--- src/rtl/hrsr_pkg.sv ---
package hrsr_pkg;

    // Width of a counter that names one of `lanes` lanes.
    function automatic int unsigned phase_bits(int unsigned lanes);
        return (lanes > 1) ? $clog2(lanes) : 1;
    endfunction

    // Width of a saturating counter that reaches `limit`.
    function automatic int unsigned count_bits(int unsigned limit);
        return $clog2(limit + 1);
    endfunction

endpackage

--- src/rtl/hrsr_phase_seq.sv ---
module hrsr_phase_seq
    import hrsr_pkg::*;
#(
    parameter int unsigned LANES = 2,
    localparam int unsigned PW = phase_bits(LANES)
) (
    input  logic             clk,
    input  logic             rst_n,
    output logic [PW-1:0]    phase,
    output logic [LANES-1:0] lane_en
);

    localparam logic [PW-1:0] LAST_PHASE = PW'(LANES - 1);

    logic [PW-1:0] phase_q;

    // Phase register: steps through the lanes once per full-rate edge.
    always_ff @(posedge clk or negedge rst_n) begin
        if (!rst_n) begin
            phase_q <= '0;
        end else if (phase_q == LAST_PHASE) begin
            phase_q <= '0;
        end else begin
            phase_q <= phase_q + 1'b1;
        end
    end

    // One-hot decode: lane k shifts only on its own phase.
    for (genvar k = 0; k < LANES; k++) begin : g_dec
        assign lane_en[k] = (phase_q == PW'(k));
    end

    assign phase = phase_q;

endmodule

--- src/rtl/hrsr_lane.sv ---
module hrsr_lane #(
    parameter int unsigned WIDTH  = 1,
    parameter int unsigned STAGES = 8
) (
    input  logic             clk,
    input  logic             rst_n,
    input  logic             en,
    input  logic [WIDTH-1:0] din,
    output logic [WIDTH-1:0] tail
);

    logic [WIDTH-1:0] stage_q [STAGES];

    // Chain shifts only when its phase is active: a reduced-rate clock.
    always_ff @(posedge clk or negedge rst_n) begin
        if (!rst_n) begin
            for (int s = 0; s < STAGES; s++) begin
                stage_q[s] <= '0;
            end
        end else if (en) begin
            stage_q[0] <= din;
            for (int s = 1; s < STAGES; s++) begin
                stage_q[s] <= stage_q[s-1];
            end
        end
    end

    assign tail = stage_q[STAGES-1];

endmodule

--- src/rtl/hrsr_out_mux.sv ---
module hrsr_out_mux #(
    parameter int unsigned WIDTH = 1,
    parameter int unsigned LANES = 2,
    parameter int unsigned PW    = 1
) (
    input  logic [PW-1:0]                 sel,
    input  logic [LANES-1:0][WIDTH-1:0]   tails,
    output logic [WIDTH-1:0]              dout
);

    // The lane that captures on this phase is the one whose oldest
    // sample is due now; it is read before the same edge overwrites it.
    always_comb begin
        dout = '0;
        for (int k = 0; k < LANES; k++) begin
            if (sel == PW'(k)) begin
                dout = tails[k];
            end
        end
    end

endmodule

--- src/rtl/hrsr_top.sv ---
module hrsr_top
    import hrsr_pkg::*;
#(
    parameter int unsigned WIDTH = 1,
    parameter int unsigned DEPTH = 16,
    parameter int unsigned LANES = 2
) (
    input  logic             clk,
    input  logic             rst_n,
    input  logic [WIDTH-1:0] din,
    output logic [WIDTH-1:0] dout
);

    localparam int unsigned STAGES = DEPTH / LANES;
    localparam int unsigned PW     = phase_bits(LANES);

    logic [PW-1:0]               phase_q;
    logic [LANES-1:0]            lane_en;
    logic [LANES-1:0][WIDTH-1:0] lane_tail;

    hrsr_phase_seq #(
        .LANES (LANES)
    ) u_seq (
        .clk     (clk),
        .rst_n   (rst_n),
        .phase   (phase_q),
        .lane_en (lane_en)
    );

    for (genvar k = 0; k < LANES; k++) begin : g_lane
        hrsr_lane #(
            .WIDTH  (WIDTH),
            .STAGES (STAGES)
        ) u_lane (
            .clk   (clk),
            .rst_n (rst_n),
            .en    (lane_en[k]),
            .din   (din),
            .tail  (lane_tail[k])
        );
    end

    hrsr_out_mux #(
        .WIDTH (WIDTH),
        .LANES (LANES),
        .PW    (PW)
    ) u_mux (
        .sel   (phase_q),
        .tails (lane_tail),
        .dout  (dout)
    );

endmodule

--- config.mk ---
export PLATFORM = sky130hd
export DESIGN_NAME = hrsr_top
export DESIGN_NICKNAME = d
export VERILOG_FILES = /design/src/rtl/hrsr_pkg.sv /design/src/rtl/hrsr_phase_seq.sv /design/src/rtl/hrsr_lane.sv /design/src/rtl/hrsr_out_mux.sv /design/src/rtl/hrsr_top.sv
export SDC_FILE = /design/constraint.sdc
export NUM_CORES = 1
export LEC_CHECK = 0
export ABC_CLOCK_PERIOD_IN_PS = 1000
export BUFFER_PORTS_ARGS = -buffer_cell sky130_fd_sc_hd__clkbuf_2
export CAP_MARGIN = 10
export CORE_MARGIN = 5
export CORE_UTILIZATION = 41
export CTS_BUF_LIST = sky130_fd_sc_hd__clkbuf_2
export DETAILED_ROUTE_END_ITERATION = 12
export HOLD_SLACK_MARGIN = 0.06
export PLACE_DENSITY = 0.63
export SYNTH_ARGS = -nofsm -noshare
export SYNTH_HDL_FRONTEND = slang
export SYNTH_SLANG_ARGS = --single-unit
--- constraint.sdc ---
create_clock -name clk -period 1 [get_ports clk]
set_clock_uncertainty 0.05 [all_clocks]
set_input_delay 0.05 -clock clk [delete_from_list [all_inputs] [get_ports clk]]
set_output_delay 0.05 -clock clk [all_outputs]
set_load 0.02 [all_outputs]
==> metrics <==
WL per Instance=16.6 um; Routed Antenna Nets=0; sw power=0.252 mW; clk sinks=17; synth top area cells=dfrtp_1 (62%), mux2_4 (20%), mux2_2 (13%); period utilization=126%; Antenna Cells=0; count of pins over their slew limit=0; Yosys Warn Count=0; WP depth=2; # setup viols final=17; most frequent cell after synthesis=dfrtp_1; initial core utilization=44.5%; R2R setup slack=-0.17 ns; port bufs=3; RSZ-0062 raised after global routing=yes; final hold violation count=0; Worst R2R Path Depth=3; clock-pin slew on the worst setup and hold paths=0.16 ns; initial antenna violation count=0; post-synth cell types=6; Hold Crit Class=input pin to asynchronous set/reset pin; CTS buffer count=3; syn avg cell area=18.5 sq um; Max Clk Rate=795 MHz; via count=318; fill cell count=125; worst setup margin=-0.257 ns; Die Span X=50.9 um; switch share=22.5%; GRT Total Usage=8.98%; leakage=0.451 nW; gp weighted congestion=0.690; Setup TNS=-2.79 ns; Syn Nets=40; Top delay family on crit path=flip-flops; die height=50.9 um; number of global-route vias before repair=357; Critical Path Max Stage Delay=0.44 ns; initial DRC count=1; Post-synth EDFFs=0; failing checks=negative setup slack; status=complete, but fails checks; fin nets=52; Max Root-Sink Buffers=2; CP max FO=2; FF+latch count, synth=17; CP cell instances=mux2_4 > buf_6; clk_lat worst skew=0.29 ns; Slowest cell on crit path=dfrtp_1; Cell Area, Synth=686 sq um; Slew headroom=73.0%; row count=14; power share of the clock group=26.5%; GRT overflow=0; Yosys top cell by area=dfrtp_1; area occupied by multi-input gates=255 sq um; CTS H-tree depth=1; Crit Path Class=flip-flop to output pin; Max Cap Viol=0; Setup crit end kind=output pin; Worst-Margin Slew=0.406 ns; min Tclk post-route=1.26 ns; post-synthesis sequential area ratio=62.0%; Reg power frac=66.1%; core area=1540 sq um; fin util=54.8%; DRT Wirelength=1060 um; Area growth, synth to finish=23.2%; CTS Root Cell=clkbuf_2; WP data required=0.90 ns; Via density=4.97; arrival time at the worst endpoint=1.16 ns; Yosys top cell area share=62.0%; maximum VDD drop=766 uV; die area=2590 sq um; Buf/Inv on CP=1; Comb pwr share=7.5%; DRC Markers=0; pwr/cell area=1330 nW/um^2; largest net degree at the start of global routing=18; top post-synthesis cells by count=dfrtp_1 (17), mux2_4 (9), mux2_2 (8); Tot Pwr=1.12 mW; CTS tree=yes; I/O pins=4; layout cells sized above 1=58.3%; first drt pass iteration count=2; Worst Setup Start Kind=flip-flop; Post-Synthesis Cells=37; Int Pwr=0.867 mW; register area=425 sq um; first-pass GRT wire length=1680 um; top_reg_cell synth=dfrtp_1; Synth async-reset ratio=100%
## cells by family (layout without fill, tap and decap cells)
kind of cell,Yosys count,after routing,synth area share (%)
multiplexers,17,17,32.8
flip-flops,17,17,62.0
buffers and inverters,3,14,5.11
## power by group through the flow
stage | sequential, mW | clock [mW] | combinational [mW]
floorplan | 0.745 | 0 | 0.0439
global placement | 0.748 | 0 | 0.0637
detailed placement | 0.751 | 0 | 0.0663
CTS | 0.738 | 0.315 | 0.0725
global route | 0.744 | 0.334 | 0.0916
finish | 0.740 | 0.296 | 0.0837
## layer usage
layer / vias up / track usage [%] / part of all wire (%)
met4: 0 / 3.83 / 0
li1: 149 / - / -
met5: - / 0 / 0
met3: 0 / 4.36 / 3.8
met2: 4 / 12.4 / 48
met1: 165 / 11.9 / 49
## flip-flops by register name, indices dropped and copies added, names as in the netlist
name                   cells
g_lane.u_lane.tail         2
u_seq.phase                1
g_lane.u_lane.stage_q     14
## area by class of cell
type | instances | share of cell area (%)
multi-input cells | 17 | 30.2
well taps | 16 | 2.37
clock inverters | 1 | 0.593
flip-flops and latches | 17 | 50.4
clock buffers | 3 | 1.78
inverters | 1 | 0.444
repair buffers | 9 | 14.2
## final timing paths
check                                                  from                           to
worst max-delay path                            u_seq.phase                         dout
min in group clk                g_lane[0].u_lane.stage_q[1]  g_lane[0].u_lane.stage_q[1]
worst max register to register                  u_seq.phase        g_lane[1].u_lane.tail
worst min-delay path                                  rst_n  g_lane[1].u_lane.stage_q[6]
worst min register to register  g_lane[0].u_lane.stage_q[1]  g_lane[0].u_lane.stage_q[1]
max in group asynchronous                             rst_n  g_lane[1].u_lane.stage_q[1]
## through the flow
| stage | setup slack [ns] | instance area (sq um) | hold slack, ns | cells |
|---|---|---|---|---|
| 4_1_cts | -0.295 | 790 | 0.144 | 63 |
| 3_5_place_dp | -0.103 | 709 | -0.0540 | 55 |
| 6_report | -0.257 | 845 | 0.147 | 64 |
| 3_3_place_gp | -0.0533 | 709 | -0.0700 | 55 |
| 2_1_floorplan | -0.0825 | 686 | -0.296 | 37 |
| 5_1_grt | -0.317 | 845 | 0.168 | 64 |
## cells in the final DEF, fill, tap and decap left out
cell type      Yosys  routed
clkinv_2           0       1
dfrtp_1           17      17
buf_8              0       1
dlygate4sd3_1      0       2
mux2_4             9      17
inv_1              1       1
buf_16             0       1
clkbuf_2           0       5
clkbuf_16          0       1
buf_6              1       2
## what timing repair did
item                                    CTS  global route
hold endpoints to repair                 19             0
endpoints found under the setup margin   17            18
hold buffers                              2             0
setup buffers                             1             1
resized for setup                         0            15
gates cloned                              1             1
Power figures use the tool's default switching activity.
